[src/rtl/pfc_sup_pkg.sv]
package pfc_sup_pkg;

    typedef enum logic [2:0] {
        ST_OFF,
        ST_WAIT_EN,
        ST_HOLDOFF,
        ST_PRECHG,
        ST_RAMP,
        ST_RUN
    } sup_state_t;

    typedef enum logic [1:0] {
        SS_HOLD = 2'b00,
        SS_FAST = 2'b01,
        SS_SLOW = 2'b10
    } ss_mode_t;

    // comparator slots in the filter bank
    localparam int CI_VREF    = 0;
    localparam int CI_UVLO    = 1;
    localparam int CI_EN      = 2;
    localparam int CI_OVP     = 3;
    localparam int CI_FBHI    = 4;
    localparam int CI_VAOOK   = 5;
    localparam int CI_SSOK    = 6;
    localparam int CI_HOT     = 7;
    localparam int CI_SSREACH = 8;
    localparam int CI_SSDONE  = 9;
    localparam int NUM_CMP    = 10;

endpackage

[src/rtl/pfc_cmp_filt.sv]
module pfc_cmp_filt #(
    parameter int W        = 10,
    parameter int FILT_LEN = 3
) (
    input  logic         clk,
    input  logic         rst_n,
    input  logic [W-1:0] code,
    input  logic [W-1:0] thr_rise,
    input  logic [W-1:0] thr_fall,
    output logic         level
);
    localparam int CW = (FILT_LEN > 1) ? $clog2(FILT_LEN) : 1;

    logic          raw;
    logic          s1_q, s2_q, out_q;
    logic [CW-1:0] cnt_q;

    // hysteresis: the present level selects which threshold applies
    always_comb begin
        raw = out_q ? (code >= thr_fall) : (code >= thr_rise);
    end

    always_ff @(posedge clk or negedge rst_n) begin
        if (!rst_n) begin
            s1_q  <= 1'b0;
            s2_q  <= 1'b0;
            out_q <= 1'b0;
            cnt_q <= '0;
        end else begin
            s1_q <= raw;
            s2_q <= s1_q;
            if (s2_q != out_q) begin
                if (cnt_q == CW'(FILT_LEN - 1)) begin
                    out_q <= s2_q;
                    cnt_q <= '0;
                end else begin
                    cnt_q <= cnt_q + 1'b1;
                end
            end else begin
                cnt_q <= '0;
            end
        end
    end

    assign level = out_q;

    AST_FILT_FOLLOWS_SYNC: assert property (@(posedge clk) disable iff (!rst_n)
        (out_q != $past(out_q)) |-> ($past(s2_q) == out_q));

endmodule

[src/rtl/pfc_cmp_bank.sv]
module pfc_cmp_bank
    import pfc_sup_pkg::*;
#(
    parameter int W        = 10,
    parameter int FILT_LEN = 3
) (
    input  logic                        clk,
    input  logic                        rst_n,
    input  logic [NUM_CMP-1:0][W-1:0]   code_v,
    input  logic [NUM_CMP-1:0][W-1:0]   rise_v,
    input  logic [NUM_CMP-1:0][W-1:0]   fall_v,
    output logic [NUM_CMP-1:0]          lvl_v
);
    for (genvar g = 0; g < NUM_CMP; g++) begin : g_cmp
        pfc_cmp_filt #(
            .W        (W),
            .FILT_LEN (FILT_LEN)
        ) u_cmp (
            .clk      (clk),
            .rst_n    (rst_n),
            .code     (code_v[g]),
            .thr_rise (rise_v[g]),
            .thr_fall (fall_v[g]),
            .level    (lvl_v[g])
        );
    end
endmodule

[src/rtl/pfc_sup_fsm.sv]
module pfc_sup_fsm
    import pfc_sup_pkg::*;
(
    input  logic       clk,
    input  logic       rst_n,
    input  logic       uvlo_ok,
    input  logic       en_ok,
    input  logic       ovp,
    input  logic       fb_hi,
    input  logic       vao_ok,
    input  logic       ss_ok,
    input  logic       hot,
    input  logic       ss_reach,
    input  logic       ss_done,
    output logic       gate_en_o,
    output logic       ca_reset_o,
    output logic [1:0] ss_mode_o,
    output logic       boost_en_o
);
    sup_state_t state_q, state_d;
    ss_mode_t   mode_d;
    logic       faults_clear;
    logic       gating_state;

    // next-state logic
    always_comb begin
        state_d = state_q;
        if (!uvlo_ok || hot) begin
            state_d = ST_OFF;
        end else begin
            unique case (state_q)
                ST_OFF:     state_d = ST_WAIT_EN;
                ST_WAIT_EN: if (en_ok) state_d = ST_HOLDOFF;
                ST_HOLDOFF: begin
                    if (!en_ok)       state_d = ST_WAIT_EN;
                    else if (!vao_ok) state_d = ST_PRECHG;
                end
                ST_PRECHG: begin
                    if (!en_ok)        state_d = ST_WAIT_EN;
                    else if (ss_reach) state_d = ST_RAMP;
                end
                ST_RAMP: begin
                    if (!en_ok)       state_d = ST_WAIT_EN;
                    else if (ss_done) state_d = ST_RUN;
                end
                ST_RUN: if (!en_ok) state_d = ST_WAIT_EN;
                default: state_d = ST_OFF;
            endcase
        end
    end

    // state register
    always_ff @(posedge clk or negedge rst_n) begin
        if (!rst_n) state_q <= ST_OFF;
        else        state_q <= state_d;
    end

    always_comb begin
        unique case (state_d)
            ST_PRECHG:       mode_d = SS_FAST;
            ST_RAMP, ST_RUN: mode_d = SS_SLOW;
            default:         mode_d = SS_HOLD;
        endcase
        gating_state = (state_d == ST_PRECHG) || (state_d == ST_RAMP) || (state_d == ST_RUN);
        faults_clear = uvlo_ok && en_ok && !ovp && !hot && vao_ok && ss_ok;
    end

    // registered outputs
    always_ff @(posedge clk or negedge rst_n) begin
        if (!rst_n) begin
            gate_en_o  <= 1'b0;
            ca_reset_o <= 1'b0;
            ss_mode_o  <= SS_HOLD;
            boost_en_o <= 1'b0;
        end else begin
            gate_en_o  <= gating_state && faults_clear;
            ca_reset_o <= ovp;
            ss_mode_o  <= mode_d;
            boost_en_o <= (state_d == ST_RUN) && !fb_hi;
        end
    end

    AST_HOLD_NO_GATE: assert property (@(posedge clk) disable iff (!rst_n)
        (ss_mode_o == SS_HOLD) |-> !gate_en_o);
    AST_OVP_BLOCKS: assert property (@(posedge clk) disable iff (!rst_n)
        ovp |=> (!gate_en_o && ca_reset_o));
    AST_EXTDIS_GATE: assert property (@(posedge clk) disable iff (!rst_n)
        !ss_ok |=> !gate_en_o);
    AST_ZP_GATE: assert property (@(posedge clk) disable iff (!rst_n)
        !vao_ok |=> !gate_en_o);
    AST_UVLO_HOLD: assert property (@(posedge clk) disable iff (!rst_n)
        !uvlo_ok |=> (ss_mode_o == SS_HOLD));
    AST_HOT_OFF: assert property (@(posedge clk) disable iff (!rst_n)
        hot |=> (state_q == ST_OFF));
    AST_BOOST_RUN: assert property (@(posedge clk) disable iff (!rst_n)
        boost_en_o |-> (state_q == ST_RUN));

endmodule

[src/rtl/pfc_startup_supervisor.sv]
module pfc_startup_supervisor
    import pfc_sup_pkg::*;
#(
    parameter int W        = 10,
    parameter int FILT_LEN = 3,
    parameter int VCC_ON   = 204,
    parameter int VCC_OFF  = 184,
    parameter int VREF_ON  = 160,
    parameter int EN_TH    = 150,
    parameter int OVP_ON   = 637,
    parameter int OVP_OFF  = 616,
    parameter int BOOST_TH = 558,
    parameter int ZP_CLR   = 180,
    parameter int ZP_SET   = 150,
    parameter int SSDIS_TH = 120,
    parameter int HOT_ON   = 161,
    parameter int HOT_OFF  = 140,
    parameter int SS_REG   = 600
) (
    input  logic         clk,
    input  logic         rst_n,
    input  logic [W-1:0] vcc_code,
    input  logic [W-1:0] fb_code,
    input  logic [W-1:0] vao_code,
    input  logic [W-1:0] ss_code,
    input  logic [W-1:0] temp_code,
    output logic         gate_en,
    output logic         ca_reset,
    output logic [1:0]   ss_mode,
    output logic         boost_en,
    output logic         ref_en
);
    logic [NUM_CMP-1:0][W-1:0] code_v, rise_v, fall_v;
    logic [NUM_CMP-1:0]        lvl_v;

    always_comb begin
        code_v[CI_VREF]    = vcc_code;  rise_v[CI_VREF]    = W'(VREF_ON);  fall_v[CI_VREF]    = W'(VREF_ON);
        code_v[CI_UVLO]    = vcc_code;  rise_v[CI_UVLO]    = W'(VCC_ON);   fall_v[CI_UVLO]    = W'(VCC_OFF);
        code_v[CI_EN]      = fb_code;   rise_v[CI_EN]      = W'(EN_TH);    fall_v[CI_EN]      = W'(EN_TH);
        code_v[CI_OVP]     = fb_code;   rise_v[CI_OVP]     = W'(OVP_ON);   fall_v[CI_OVP]     = W'(OVP_OFF);
        code_v[CI_FBHI]    = fb_code;   rise_v[CI_FBHI]    = W'(BOOST_TH); fall_v[CI_FBHI]    = W'(BOOST_TH);
        code_v[CI_VAOOK]   = vao_code;  rise_v[CI_VAOOK]   = W'(ZP_CLR);   fall_v[CI_VAOOK]   = W'(ZP_SET);
        code_v[CI_SSOK]    = ss_code;   rise_v[CI_SSOK]    = W'(SSDIS_TH); fall_v[CI_SSOK]    = W'(SSDIS_TH);
        code_v[CI_HOT]     = temp_code; rise_v[CI_HOT]     = W'(HOT_ON);   fall_v[CI_HOT]     = W'(HOT_OFF);
        code_v[CI_SSREACH] = ss_code;   rise_v[CI_SSREACH] = fb_code;      fall_v[CI_SSREACH] = fb_code;
        code_v[CI_SSDONE]  = ss_code;   rise_v[CI_SSDONE]  = W'(SS_REG);   fall_v[CI_SSDONE]  = W'(SS_REG);
    end

    pfc_cmp_bank #(
        .W        (W),
        .FILT_LEN (FILT_LEN)
    ) u_bank (
        .clk    (clk),
        .rst_n  (rst_n),
        .code_v (code_v),
        .rise_v (rise_v),
        .fall_v (fall_v),
        .lvl_v  (lvl_v)
    );

    pfc_sup_fsm u_fsm (
        .clk        (clk),
        .rst_n      (rst_n),
        .uvlo_ok    (lvl_v[CI_UVLO]),
        .en_ok      (lvl_v[CI_EN]),
        .ovp        (lvl_v[CI_OVP]),
        .fb_hi      (lvl_v[CI_FBHI]),
        .vao_ok     (lvl_v[CI_VAOOK]),
        .ss_ok      (lvl_v[CI_SSOK]),
        .hot        (lvl_v[CI_HOT]),
        .ss_reach   (lvl_v[CI_SSREACH]),
        .ss_done    (lvl_v[CI_SSDONE]),
        .gate_en_o  (gate_en),
        .ca_reset_o (ca_reset),
        .ss_mode_o  (ss_mode),
        .boost_en_o (boost_en)
    );

    assign ref_en = lvl_v[CI_VREF];

    AST_REF_FOLLOWS_BIAS: assert property (@(posedge clk) disable iff (!rst_n)
        lvl_v[CI_UVLO] |-> ref_en);

endmodule

[config.mk]
export PLATFORM = sky130hd
export DESIGN_NAME = pfc_startup_supervisor
export DESIGN_NICKNAME = d
export VERILOG_FILES = /design/src/rtl/pfc_sup_pkg.sv /design/src/rtl/pfc_cmp_filt.sv /design/src/rtl/pfc_cmp_bank.sv /design/src/rtl/pfc_sup_fsm.sv /design/src/rtl/pfc_startup_supervisor.sv
export SDC_FILE = /design/constraint.sdc
export NUM_CORES = 1
export LEC_CHECK = 0
export BUFFER_PORTS_ARGS = -buffer_cell sky130_fd_sc_hd__buf_2
export CORE_MARGIN = 5
export CORE_UTILIZATION = 24
export CTS_CLUSTER_SIZE = 28
export DETAILED_ROUTE_END_ITERATION = 7
export PLACE_DENSITY = 0.45
export SLEW_MARGIN = 30
export SYNTH_ARGS = -nofsm -noshare
export SYNTH_HDL_FRONTEND = slang
export SYNTH_SLANG_ARGS = --single-unit
[constraint.sdc]
create_clock -name clk -period 1.3 [get_ports clk]
set_clock_uncertainty 0.15 [all_clocks]
set_input_delay 0.26 -clock clk [delete_from_list [all_inputs] [get_ports clk]]
set_output_delay 0.26 -clock clk [all_outputs]
set_load 0.1 [all_outputs]
==> results of run 1 <==
[worst reg2reg max path, stage by stage, from the launching register on]
cell and delay, ns:
dfrtp_2 0.45, nand2_2 0.08, nand4b_1 0.15, buf_4 0.19, nor4_2 0.23
[report_power, final]
group | internal, mW | total, mW | switching [mW]
sequential | 2.22 | 2.57 | 0.345
clock | 0.842 | 1.49 | 0.648
combinational | 0.893 | 1.71 | 0.813
total | 3.96 | 5.77 | 1.81
[layout make-up]
class / instances / area share [%]
Tap cell: 133 / 4.575
Sequential cell: 58 / 40.01
Clock buffer: 14 / 4.747
Inverter: 14 / 1.445
Timing Repair Buffer: 105 / 21.60
Multi-Input combinational cell: 124 / 27.35
Clock inverter: 2 / 0.2752
[kinds of logic after synthesis]
family	share of synthesized area, %
AOI/OAI and AO/OA	11.45
xor gates and xnor gates	3.644
adders and majority gates	5.206
buffers and inverters	2.186
DFF	60.39
muxes	3.748
and+or+nand+nor	13.38
[metrics by stage]
stage	TNS (ns)	util [%]	worst slack [ns]	instance area [sq um]
after floorplan	-0.3431	-	-0.1877	2407
after global placement	-1.089	32.91	-0.3399	3217
after detailed placement	-1.108	32.91	-0.3767	3217
after CTS	-0.2617	36.28	-0.06383	3546
after global routing	-0.6859	37.21	-0.1360	3637
final	-0.1234	37.21	-0.06263	3637
[cell usage in the layout, fill, tap and decap left out, drive strengths merged, types with 2 or more instances in the layout]
cell type,netlist,layout
buf,0,96
dfrtp,58,58
nor3,15,15
inv,14,14
clkbuf,0,14
a21oi,11,11
xnor2,10,10
ha,10,10
nor2b,9,9
dlygate4sd3,0,9
nor3b,9,9
mux2,8,8
nand2,6,6
nor2,6,6
o21ai,5,5
a211o,4,4
o21a,3,3
a31o,3,3
a31oi,3,3
a41oi,2,2
or4,2,2
nand3b,2,2
clkinv,0,2
[worst max path at each step]
| stage | startpoint | to | slack (ns) | depth (start not counted) |
|---|---|---|---|---|
| 2_1_floorplan | ss_code[0] | u_bank.g_cmp[8].u_cmp.s1_q | -0.19 | 6 |
| 3_3_place_gp | fb_code[0] | u_bank.g_cmp[8].u_cmp.s1_q | -0.34 | 6 |
| 3_5_place_dp | fb_code[0] | u_bank.g_cmp[8].u_cmp.s1_q | -0.38 | 6 |
| 4_1_cts | u_bank.g_cmp[0].u_cmp.level | ref_en | -0.06 | 1 |
| 5_1_grt | u_fsm.state_q[1] | u_fsm.boost_en_o | -0.14 | 4 |
| 6_report | u_fsm.state_q[1] | u_fsm.boost_en_o | -0.06 | 4 |
[flip-flops by register name, summed over array words and instances (netlist names)]
signal,count
u_bank.g_cmp.u_cmp.cnt_q,20
u_bank.g_cmp.u_cmp.level,10
u_bank.g_cmp.u_cmp.s1_q,10
u_bank.g_cmp.u_cmp.s2_q,10
u_fsm.boost_en_o,1
u_fsm.ca_reset_o,1
u_fsm.gate_en_o,1
u_fsm.ss_mode_o,2
u_fsm.state_q,3
[per-layer routing]
layer	up-vias	wire length (microns)	GRT usage [%]	share of wire [%]
met5	-	0	0	0
met4	0	116	5.610	2.3
met3	14	265	3.029	5.2
met2	41	2471	14.34	48
met1	902	2263	11.10	44
li1	943	-	-	-
[timing repair]
action                                  in CTS  in global routing
endpoints found under the hold margin       16                  0
hold buffers                                 9                  0
buffers inserted                             2                  4
resized for setup                            8                 15
pin swaps                                    5                  7
endpoints found under the setup margin      13                 16
==> impl_metrics.env, run 1 <==
export IMPL_cts_root_buf="clkbuf_8"
export IMPL_dieArea_sq_um=12120
export IMPL_p_total_mw=5.765
export IMPL_arrival_ns=1.44
export IMPL_grt_setup_unrepaired="yes"
export IMPL_first_pass_iters=4
export IMPL_vias_per_cell=4.222
export IMPL_totalWireLength_mm=5.118
export IMPL_antenna_found_initial=0
export IMPL_whs_endpoint="u_bank.g_cmp[0].u_cmp.s1_q"
export IMPL_synthTopCellsByCount="dfrtp_1, nor3_1, inv_1"
export IMPL_critical_path_required_ns=1.38
export IMPL_max_slew_margin_pct=77.13
export IMPL_irDropWorstVdd_mv=0.6462
export IMPL_drive_above_1_share_pct=45.11
export IMPL_grt_max_degree=34
export IMPL_fin_crit_ns=1.363
export IMPL_htreeDepth=3
export IMPL_drt_iter0_drc=53
export IMPL_finalMaxSlewViolations=0
export IMPL_core_rowCount=36
export IMPL_worst_r2r_setup_slack_ns=-0.06
export IMPL_grt_usage_pct=9.243
export IMPL_p_leak_nw=1.645
export IMPL_yosysUniqueCellTypes=37
export IMPL_slowest_delay_ns=0.45
export IMPL_ys_seq_elements=58
export IMPL_cp_max_fo=5
export IMPL_hold_class="in -> reg"
export IMPL_synth_seq_area_share_pct=60.39
export IMPL_num_vias=1900
export IMPL_synth_area_leaders="dfrtp_1, ha_1, mux2_2"
export IMPL_syn_to_final_growth_pct=51.33
export IMPL_cts_tree="yes"
export IMPL_synth_most_common_cell="dfrtp_1"
export IMPL_outcome="complete, but fails checks"
export IMPL_r2r_cells=4
export IMPL_fmax_ghz=0.7339
export IMPL_path_cells="nand2_2 > nand4b_1 > buf_4 > nor4_2"
export IMPL_dpl_cell_count=419
export IMPL_die_w_microns=110.1
export IMPL_synth_flop_cell="dfrtp_1"
export IMPL_grt_pass1_vias=1986
export IMPL_ios=58
export IMPL_worst_slack_ns=-0.06263
export IMPL_hpwl_mm=3.771
export IMPL_grt_remaining_overflow=0
export IMPL_io_buffer_count=54
export IMPL_fin_crit_sh_pct=104.8
export IMPL_fin_cells=450
export IMPL_syn_num_nets=258
export IMPL_postRouteAntennaNets=0
export IMPL_hold_path_depth=3
export IMPL_grt_pass1_wl_mm=8.590
export IMPL_worst_pin_slew_ns=0.3424
export IMPL_rr_startpoint="u_fsm.state_q[1]"
export IMPL_drcViolationCount=0
export IMPL_endpoint_kind="flop"
export IMPL_n_antenna_cell=0
export IMPL_hold_viol=0
export IMPL_violations="negative setup slack"
export IMPL_synthCells=196
export IMPL_insertion_delay_ns=0.33
export IMPL_synthArstFlopShare_pct=100.0
export IMPL_slowest_stage="dfrtp_2"
export IMPL_initial_core_util_pct=24.59
export IMPL_worstHoldStart="vcc_code[7]"
export IMPL_synth_area_leader_cell="dfrtp_1"
export IMPL_syn_avg_cell_area_sq_um=12.26
export IMPL_cts_buffers=9
export IMPL_reg2reg_to="u_fsm.boost_en_o"
export IMPL_cts_sinks=58
export IMPL_regArea_sq_um=1455
export IMPL_power_density_nw_per_um2=1585
export IMPL_multiInputGateArea_sq_um=994.7
export IMPL_maxCapViolations=0
export IMPL_globalplace_congestion=0.7744
export IMPL_cp_top_family="simple AND/OR/NAND/NOR gates"
export IMPL_die_y_microns=110.1
export IMPL_critical_path_class="reg -> reg"
export IMPL_synth_edf_count=0
export IMPL_setup_viol=8
export IMPL_fillerInstances=971
export IMPL_synth_area_sq_um=2404
export IMPL_cts_buffer_depth=2
export IMPL_yosysWarnings=0
export IMPL_yosys_area_top_type_share_pct=60.39
export IMPL_path_buf_inv=1
export IMPL_routedWlPerCell_microns=11.37
export IMPL_fin_nets=374
export IMPL_fin_hold_ws_ns=0.02005
export IMPL_start_kind="flop"
export IMPL_path_clk_slew_ns=0.06
export IMPL_core_area_sq_um=9774
Note: power is estimated with default switching activity, not from simulation.
==> inputs of run 2 (changes only) <==
ABC_AREA = 1   (was default)
PLACE_DENSITY = 0.44   (was 0.45)
==> run 2 against run 1 <==
  * The flow still finishes with violations (negative setup slack)
  * Die area increased by 10%
  * Utilization shrank 4.4 points
  * Setup slack better by 0.031 ns
  * Power rose by 6.6%
  * Non-clock buffer count fell by 31
==> impl_metrics.env, run 2 <==
export IMPL_outcome="complete, but fails checks"
export IMPL_violations="negative setup slack"
export IMPL_die_y_microns=115.7
export IMPL_largest_register_ffs=20
export IMPL_path_clk_slew_ns=0.07
export IMPL_synth_flop_cell="dfrtp_1"
export IMPL_cts_buffer_depth=2
export IMPL_worst_pin_slew_ns=0.3012
export IMPL_critical_path_required_ns=0.89
export IMPL_seqPwrFrac_pct=43.5
export IMPL_cts_buffers=9
export IMPL_n_antenna_cell=0
export IMPL_grt_remaining_overflow=0
export IMPL_arrival_ns=0.92
export IMPL_p_clk_share_pct=25.4
export IMPL_endpoint_kind="output port"
export IMPL_setup_tns_ns=-0.04795
export IMPL_routedWlPerCell_microns=9.641
export IMPL_synthAdderAreaFrac_pct=4.669
export IMPL_postRouteAntennaNets=0
export IMPL_core_area_sq_um=10890
export IMPL_num_vias=2180
export IMPL_p_leak_nw=1.841
export IMPL_syn_to_final_growth_pct=33.47
export IMPL_synthSimpleGateAreaFrac_pct=21.06
export IMPL_die_w_microns=115.7
export IMPL_synthArstFlopShare_pct=100.0
export IMPL_antenna_found_initial=0
export IMPL_htreeDepth=3
export IMPL_hold_path_depth=3
export IMPL_worst_slack_ns=-0.03197
export IMPL_final_cell_mix="nand2_1, inv_1, dfrtp_1, buf_2"
export IMPL_layout_commonest_cell="nand2_1"
export IMPL_combPwrFrac_pct=31.1
export IMPL_maxCapViolations=0
export IMPL_grt_setup_unrepaired="yes"
export IMPL_synth_xor_area_share_pct=3.268
export IMPL_synth_area_leader_cell="dfrtp_1"
export IMPL_p_total_mw=6.149
export IMPL_critical_path_class="reg -> out"
export IMPL_worst_r2r_setup_slack_ns=0.08
export IMPL_path_cells="buf_12"
export IMPL_hpwl_mm=4.105
export IMPL_fillerInstances=1123
export IMPL_ios=58
export IMPL_p_sw_mw=2.129
export IMPL_r2r_cells=7
export IMPL_hold_class="in -> reg"
export IMPL_synthTopCellsByCount="nand2_1, inv_1, dfrtp_1"
export IMPL_reg2reg_to="u_fsm.boost_en_o"
export IMPL_netSwitchingFraction_pct=34.62
export IMPL_synthMuxAreaShare_pct=1.120
export IMPL_synth_compound_area_share_pct=6.769
export IMPL_fin_crit_ns=1.332
export IMPL_synth_area_leaders="dfrtp_1, nand2_1, inv_1"
export IMPL_grt_usage_pct=8.540
export IMPL_p_int_mw=4.020
export IMPL_cp_max_fo=2
export IMPL_whs_endpoint="u_bank.g_cmp[6].u_cmp.s1_q"
export IMPL_fin_nets=455
export IMPL_slowest_stage="dfrtp_2"
export IMPL_finalMaxSlewViolations=0
export IMPL_totalWireLength_mm=5.187
export IMPL_largest_register="u_bank.g_cmp.u_cmp.cnt_q"
export IMPL_syn_num_nets=370
export IMPL_max_slew_margin_pct=79.92
export IMPL_hold_viol=0
export IMPL_irDropWorstVdd_mv=0.6665
export IMPL_grt_pass1_vias=2153
export IMPL_grt_pass1_wl_mm=8.990
export IMPL_synth_area_sq_um=2680
export IMPL_yosysUniqueCellTypes=23
export IMPL_cp_top_family="flip-flops"
export IMPL_yosysWarnings=0
export IMPL_syn_avg_cell_area_sq_um=8.702
export IMPL_dieArea_sq_um=13380
export IMPL_final_util_pct=32.85
export IMPL_power_density_nw_per_um2=1719
export IMPL_setup_viol=5
export IMPL_ys_seq_elements=58
export IMPL_cp_startpoint="u_bank.g_cmp[0].u_cmp.level"
export IMPL_rr_startpoint="u_bank.g_cmp[8].u_cmp.level"
export IMPL_drcViolationCount=0
export IMPL_synth_most_common_cell="nand2_1"
export IMPL_synthCells=308
export IMPL_path_buf_inv=1
export IMPL_synth_top_family_by_area="simple AND/OR/NAND/NOR gates"
export IMPL_drt_iter0_drc=68
export IMPL_io_buffer_count=54
export IMPL_globalplace_congestion=0.7765
export IMPL_drive_above_1_share_pct=25.13
export IMPL_fin_crit_sh_pct=102.5
export IMPL_fin_cells=538
export IMPL_vias_per_cell=4.052
export IMPL_start_kind="flop"
export IMPL_worstHoldStart="ss_code[9]"
export IMPL_first_pass_iters=4
export IMPL_cts_tree="yes"
export IMPL_cts_root_buf="clkbuf_8"
export IMPL_fin_hold_ws_ns=0.03593
export IMPL_cts_sinks=58
export IMPL_initial_core_util_pct=24.62
export IMPL_insertion_delay_ns=0.33
export IMPL_fmax_ghz=0.7508
export IMPL_slowest_delay_ns=0.42
export IMPL_yosys_area_top_type_share_pct=54.15
export IMPL_core_rowCount=38
export IMPL_synth_seq_area_share_pct=54.15
export IMPL_grt_max_degree=59
export IMPL_synth_edf_count=0
export IMPL_dpl_cell_count=520
[run 2: changes by cell type in the layout (fill, tap and decap cells not counted), sizes merged, moves of 5 or more]
cell         change
buf             -23
dlygate4sd3      -8
inv             +50
mux2             -8
nand2           +61
nand3           +13
nand4            +5
nor2            +17
nor2b            -9
nor3             +5
nor3b            -9
o21ai           +11
[run 2: timing repair]
action / in CTS / in global routing
endpoints found under the hold margin: 58 / 0
setup buffers: 1 / 0
hold buffers: 1 / 0
resized for setup: 0 / 4
setup endpoints to repair: 6 / 9
[run 2: layout make-up]
cell class              count  area [sq um]  area share (%)
clock inverters             5         55.05           1.539
multi-input cells         186         996.0           27.84
well taps                 140         175.2           4.897
flip-flops and latches     58          1454           40.64
repair buffers             74         525.5           14.69
clock buffers              11         131.4           3.673
inverters                  64         240.2           6.716
[run 2: worst max-delay path by stage]
stage,end,cells past startpoint
final,ref_en,1
after global routing,ref_en,1
after CTS,ref_en,1
after detailed placement,u_bank.g_cmp[8].u_cmp.s1_q,6
after global placement,u_bank.g_cmp[8].u_cmp.s1_q,7
after floorplan,boost_en,0
[run 2: cells by family after synthesis]
kind of cell,Yosys count
mux,3
flops,58
fa+ha+maj,10
xor+xnor,10
compound gates,32
buf+inv,64
simple gates,131
[run 2: metal layers]
metal	wire length, microns	GRT usage (%)	vias to the layer above	part of all wire, %
li1	-	-	1138	-
met1	2361	10.22	991	46
met2	2459	13.89	44	47
met3	266	2.141	7	5.1
met4	99	5.104	0	1.9
met5	0	0	-	0
[run 2: power by group through the flow]
| stage | registers [mW] | clock network [mW] | logic (mW) |
|---|---|---|---|
| after floorplan | 2.93 | 0 | 0.987 |
| after global placement | 2.70 | 0 | 1.87 |
| after detailed placement | 2.72 | 0 | 1.91 |
| after CTS | 2.68 | 1.63 | 1.95 |
| after global routing | 2.74 | 1.69 | 2.18 |
| final | 2.67 | 1.56 | 1.91 |
[run 2: through the flow]
step | instance area [sq um] | worst slack, ns
2_1_floorplan | 2681 | 0.006749
3_3_place_gp | 3364 | -0.07791
3_5_place_dp | 3364 | -0.06440
4_1_cts | 3568 | -0.05634
5_1_grt | 3577 | -0.06715
6_report | 3577 | -0.03197
